<file path="src/rtl/xcvr_pkg.sv">
package xcvr_pkg;
  // Strobes from control to datapath
  typedef struct packed {
    logic capAB;     // load the A-to-B word this cycle
    logic capBA;     // load the B-to-A word this cycle
    logic passThru;  // destination follows source combinationally
  } xferStrobe_t;
endpackage

</file>
<file path="src/rtl/xcvr_ctrl.sv">
module xcvr_ctrl
  import xcvr_pkg::*;
(
  input  logic        clk,
  input  logic        rstN,
  input  logic        dirSel,
  input  logic        oeN,
  input  logic        gateHi,
  input  logic        capSel,
  input  logic        sysClk,
  input  logic        ssClkIn,
  output xferStrobe_t strobe,
  output logic        aOe,
  output logic        bOe,
  output logic        ssClkOut,
  output logic        ssClkOe,
  output logic        clkOut,
  output logic        clkOutOe
);
  localparam int NSAMP = 3;

  // Previous samples: {gateHi, ssClkIn, sysClk}
  logic [NSAMP-1:0] curSamp, prevSamp;
  assign curSamp = {gateHi, ssClkIn, sysClk};

  always_ff @(posedge clk or negedge rstN) begin
    if (!rstN) prevSamp <= '0;
    else       prevSamp <= curSamp;
  end

  logic sysRise, ssRise, gateFall, useSs, edgeHit, capture;
  assign sysRise  = sysClk  & ~prevSamp[0];
  assign ssRise   = ssClkIn & ~prevSamp[1];
  assign gateFall = ~gateHi & prevSamp[2];
  assign useSs    = dirSel & ~capSel;
  assign edgeHit  = ~gateHi & (useSs ? ssRise : sysRise);
  assign capture  = edgeHit | gateFall;

  always_comb begin
    strobe.capAB    = capture & ~dirSel;
    strobe.capBA    = capture & dirSel;
    strobe.passThru = gateHi;
  end

  assign bOe      = ~oeN & ~dirSel;
  assign aOe      = ~oeN & dirSel;
  assign ssClkOe  = ~gateHi & (~dirSel | capSel);
  assign ssClkOut = sysClk;
  assign clkOutOe = ~gateHi;
  assign clkOut   = useSs ? ssClkIn : sysClk;


  full_iso_chk: assert property (@(posedge clk) disable iff (!rstN)
    (oeN && gateHi) |-> (!aOe && !bOe && !ssClkOe && !clkOutOe));

  a2b_clk_fwd_chk: assert property (@(posedge clk) disable iff (!rstN)
    (!dirSel && !gateHi) |-> (ssClkOe && clkOutOe && ssClkOut == sysClk && clkOut == sysClk));

  ss_rx_clk_chk: assert property (@(posedge clk) disable iff (!rstN)
    (dirSel && !capSel) |-> (!ssClkOe && clkOut == ssClkIn));

  dir_gate_chk: assert property (@(posedge clk) disable iff (!rstN)
    dirSel |-> !strobe.capAB);
endmodule

</file>
<file path="src/rtl/xcvr_datapath.sv">
module xcvr_datapath
  import xcvr_pkg::*;
#(
  parameter int WIDTH = 18
) (
  input  logic             clk,
  input  logic             rstN,
  input  xferStrobe_t      strobe,
  input  logic [WIDTH-1:0] aIn,
  input  logic [WIDTH-1:0] bIn,
  output logic [WIDTH-1:0] aOut,
  output logic [WIDTH-1:0] bOut
);
  localparam int NDIR = 2;

  logic [WIDTH-1:0] srcWord [NDIR];
  logic [WIDTH-1:0] stoWord [NDIR];
  logic [NDIR-1:0]  loadEn;

  assign srcWord[0] = aIn;
  assign srcWord[1] = bIn;
  assign loadEn     = {strobe.capBA, strobe.capAB};

  // One storage word per direction: 0 = A to B, 1 = B to A
  for (genvar d = 0; d < NDIR; d++) begin : g_store
    always_ff @(posedge clk or negedge rstN) begin
      if (!rstN)          stoWord[d] <= '0;
      else if (loadEn[d]) stoWord[d] <= srcWord[d];
    end
  end

  assign bOut = strobe.passThru ? aIn : stoWord[0];
  assign aOut = strobe.passThru ? bIn : stoWord[1];


  ab_load_chk: assert property (@(posedge clk) disable iff (!rstN)
    strobe.capAB |=> (stoWord[0] == $past(aIn)));

  ab_hold_chk: assert property (@(posedge clk) disable iff (!rstN)
    !strobe.capAB |=> $stable(stoWord[0]));

  ba_hold_chk: assert property (@(posedge clk) disable iff (!rstN)
    !strobe.capBA |=> $stable(stoWord[1]));

  pass_thru_chk: assert property (@(posedge clk) disable iff (!rstN)
    strobe.passThru |-> (bOut == aIn && aOut == bIn));
endmodule

</file>
<file path="src/rtl/bus_xcvr_ctl.sv">
module bus_xcvr_ctl
  import xcvr_pkg::*;
#(
  parameter int WIDTH = 18
) (
  input  logic             clk,
  input  logic             rstN,
  input  logic             dirSel,
  input  logic             oeN,
  input  logic             gateHi,
  input  logic             capSel,
  input  logic             sysClk,
  input  logic             ssClkIn,
  input  logic [WIDTH-1:0] aIn,
  input  logic [WIDTH-1:0] bIn,
  output logic [WIDTH-1:0] aOut,
  output logic             aOe,
  output logic [WIDTH-1:0] bOut,
  output logic             bOe,
  output logic             ssClkOut,
  output logic             ssClkOe,
  output logic             clkOut,
  output logic             clkOutOe
);
  xferStrobe_t strobe;

  xcvr_ctrl u_ctrl (
    .clk(clk), .rstN(rstN), .dirSel(dirSel), .oeN(oeN), .gateHi(gateHi),
    .capSel(capSel), .sysClk(sysClk), .ssClkIn(ssClkIn), .strobe(strobe),
    .aOe(aOe), .bOe(bOe), .ssClkOut(ssClkOut), .ssClkOe(ssClkOe),
    .clkOut(clkOut), .clkOutOe(clkOutOe)
  );

  xcvr_datapath #(.WIDTH(WIDTH)) u_dp (
    .clk(clk), .rstN(rstN), .strobe(strobe), .aIn(aIn), .bIn(bIn),
    .aOut(aOut), .bOut(bOut)
  );
endmodule

</file>
<file path="config.mk">
export PLATFORM = sky130hd
export DESIGN_NAME = bus_xcvr_ctl
export DESIGN_NICKNAME = d
export VERILOG_FILES = /design/src/rtl/xcvr_pkg.sv /design/src/rtl/xcvr_ctrl.sv /design/src/rtl/xcvr_datapath.sv /design/src/rtl/bus_xcvr_ctl.sv
export SDC_FILE = /design/constraint.sdc
export NUM_CORES = 1
export LEC_CHECK = 0
export ABC_AREA = 1
export BUFFER_PORTS_ARGS = -buffer_cell sky130_fd_sc_hd__buf_2
export CAP_MARGIN = 20
export CORE_UTILIZATION = 40
export CTS_BUF_LIST = sky130_fd_sc_hd__clkbuf_16
export DETAILED_ROUTE_END_ITERATION = 7
export PLACE_DENSITY = 0.68
export SETUP_SLACK_MARGIN = 0.15
export SYNTH_ARGS = -nofsm -noshare
export SYNTH_HDL_FRONTEND = slang
export SYNTH_SLANG_ARGS = --single-unit
</file>
<file path="constraint.sdc">
create_clock -name clk -period 4 [get_ports clk]
set_clock_uncertainty 0.2 [all_clocks]
set_input_delay 0.6 -clock clk [delete_from_list [all_inputs] [get_ports clk]]
set_output_delay 0.6 -clock clk [all_outputs]
set_load 0.02 [all_outputs]
</file>
-- After elaboration in Yosys (flattened, before gate mapping)
Cells that the tools add are included.
- output and inout bits: 42
- logic and storage cells: 25
- register bits: 39
- input bits: 44
- bitwise operators: 18
- multiplexer cells: 4
- operators with widths (kind ; number):
    2-to-1 mux 18 bit ; 2
    AND 1 bit ; 10
    inverter 1 bit ; 6
    2-to-1 mux 1 bit ; 2
    OR 1 bit ; 2

-- Longest topological paths before layout
- depth after elaboration: 6
- depth in mapped cells: 9
- gate-level depth less buffers: 7

-- By module
A second synthesis with hierarchy kept.
- cell total of the unflattened synthesis: 294
- area, all modules: 2084.5 sq um
- modules (own cells, without submodules) (module ; cells each ; area an instance (sq um) ; instances):
    xcvr_datapath ; 268 ; 1901.8 ; 1
    xcvr_ctrl ; 26 ; 182.7 ; 1

-- Least setup slack after synthesis
No wires, ideal clock.
- path kind: in2out
- start: input gateHi
- end: output aOut[0]
- buffers on the path: 2
- setup slack: 1.709 ns
- arrival time: 1.491 ns
- cell stages on the path: 5
- cells stage by stage: inv_1 clkbuf_1 clkbuf_1 nand2_1 nand2_1
- word-level cells in the longest chain between the ends: 1
- RTL lines (element ; line ; source):
    from (decl) ; bus_xcvr_ctl.sv:10 ; input logic gateHi,
    2-to-1 mux 18 bit ; xcvr_datapath.sv:33 ; assign aOut = strobe.passThru ? bIn : stoWord[1];
    to (decl) ; bus_xcvr_ctl.sv:16 ; output logic [WIDTH-1:0] aOut,
No other way between the ends.

-- Worst setup path after layout
- start: input gateHi
- end: output aOut[16]
The elaborated chain is that of the path after synthesis.

==> reports/qor.csv <==
stage;metric;value;unit
route;Antenna Violating Nets Remaining;0;
die;Die Height;74.43;um
layout;most common cell after layout, fill and taps aside;nand2_1;
clock_tree;# hold bufs at CTS;0;
synth;Netlist cell types;14;
critical_path;R2R Path End;u_dp.stoWord[0];
sta;worst-margin pin slew;0.8456;ns
sta;final setup TNS;0;ns
place;routability cong.;0.7635;
critical_path;worst r2r src;u_ctrl.prevSamp[1];
synth;post-synthesis cell area;2098;um^2
die;CORE AREA;4880;um^2
critical_path;CP max FO;44;
route;via count;2109;
clock_tree;Clock transition at path regs;0.05;ns
place;I/O Buffers;85;
critical_path;critical setup path kind;in -> out;
synth;post-synthesis sequential area ratio;46.51;%
critical_path;Data arrival, critical path;1.68;ns
layout;most frequent cells in the layout;nand2_1 (184), buf_2 (85), dfrtp_1 (39), nand4_1 (36);
clock_tree;CTS Buf Count;5;
die;Die Area;5539;um^2
layout;Post-Route Utilization;54.72;%
synth;Synth Register Bits;39;
layout;share of layout cells above drive strength 1;26.88;%
die;# IOs;86;
synth;Syn Nets;342;
clock_tree;clock root cell;clkbuf_16;
sta;hold slack;0.2281;ns
sta;period utilization;62.09;%
worst_hold_path;Hold Path Class;in -> async;
clock_tree;Max H-tree Level;2;
critical_path;Worst Reg-to-Reg Cells;6;
clock_tree;Skew-Pair Late Insertion Delay;0.28;ns
run_status;status;finished, final reports clean;
sta;highest clock rate;402.6;MHz
critical_path;reg-to-reg slack, setup;2.36;ns
grt;first-pass GRT wire length;8.162;mm
critical_path;crit path capture type;primary output;
layout;Multi-input gate area;983.4;um^2
power;Leakage;1.602;nW
place;Final HPWL DP;3.385;mm
clock_tree;CTS tree;built;
layout;Area Overhead vs Synth;27.25;%
power;PwrDens;429.4;nW/um^2
sta;final setup fails;0;
grt;initial antenna violation count;0;
route;vias per inst;4.804;
layout;# diodes;0;
route;1st-iter DRT viols;166;
grt;vias in the first global route;1788;
grt;GRT Resource Usage Total;19.46;%
critical_path;Startpoint Class;primary input;
route;1st-pass router iterations;6;
synth;synthesized instance count;298;
sta;RSZ-0062 raised after global routing;no;
layout;Seq. cell area;975.9;um^2
sta;Final min period;2.484;ns
layout;fill cell count;508;
clock_tree;clk sinks;39;
die;Die X;74.43;um
synth;Syn Area/Cell;7.041;um^2
route;detailed-route DRC error count;0;
grt;pin count of the biggest net entering global routing;45;
grt;gr ovfl total;0;
sta;setup ws final;1.516;ns
route;average wire per standard cell;11.57;um
place;pre-CTS setup slack;1.499;ns
die;starting density of the core;43.00;%
sta;final hold vios;0;
power;worst vdd ir;0.0003038;V
die;# rows;25;
route;final wirelength;5.079;mm
sta;Final Slew Violations;0;
job;Max-Cap Viols;0;
clock_tree;Max Buffers Root-to-Sink;2;
sta;Slew Limit Headroom;43.63;%
clock_tree;CTS resizes;0;
critical_path;Worst Path Required;3.20;ns
clock_tree;Post-CTS Setup Bufs;0;
synth;YS warnings;0;
layout;NumNets Final;415;
[cell usage after synthesis]
cell	count	area (um^2)
buf_2	9	45.04
buf_6	2	22.52
dfrtp_1	39	975.9
clkbuf_1	11	41.29
inv_2	1	3.750
nand3_2	2	20.02
nand2_1	184	690.7
buf_4	1	7.510
inv_1	5	18.77
nand3_4	1	17.52
nand4_1	36	225.2
o21ai_0	1	5.000
nor2_1	5	18.77
nor2_2	1	6.260
[critical path, cell delays in order]
cell and delay, ns:
buf_2 0.11, inv_2 0.38, buf_12 0.28, nand2_1 0.08, nand2_1 0.06, buf_2 0.15
[how the worst max path moves through the flow]
stage / from / endpoint / cells after the start
floorplan: gateHi / aOut[0] / 5
global placement: gateHi / aOut[11] / 6
detailed placement: dirSel / u_dp.stoWord[0] / 9
CTS: gateHi / aOut[2] / 6
global route: gateHi / aOut[16] / 6
finish: gateHi / aOut[16] / 6
[logic make-up after synthesis]
kind of cell           after synthesis  synth area share (%)
buffers and inverters               29                 6.619
AOI/OAI and AO/OA                    1                0.2383
DFF                                 39                 46.51
and+or+nand+nor                    229                 46.63
[state kept, by name (all words and copies together) (netlist names)]
signal,cells
u_ctrl.prevSamp,3
u_dp.stoWord,36
[stage by stage]
step,total power [mW],area (um^2),instances
detailed placement,0.7890,2534,431
global placement,0.7845,2534,431
global route,1.219,2670,439
CTS,1.159,2670,439
floorplan,0.6839,2098,298
finish,1.147,2670,439
[layer usage]
metal  vias to the layer above  GRT usage (%)  wire length (um)
met3                         7          5.691               271
met2                        58          32.93              2366
met1                       952          23.85              2383
li1                       1092              -                 -
met5                         -              0                 0
met4                         0          6.289                58
[where the power goes]
| part | switching (mW) | total [mW] | internal (mW) |
|---|---|---|---|
| clock | 0.144 | 0.368 | 0.224 |
| sequential | 0.0333 | 0.492 | 0.458 |
| combinational | 0.187 | 0.287 | 0.0999 |
| total | 0.364 | 1.15 | 0.782 |
[area by class of cell]
class	count	share of cell area, %
Multi-Input combinational cell	230	36.83
Sequential cell	39	36.55
Timing Repair Buffer	89	17.53
Clock buffer	5	4.686
Tap cell	67	3.140
Inverter	6	0.8435
Clock inverter	3	0.4217
(Power assumes the default switching activity.)
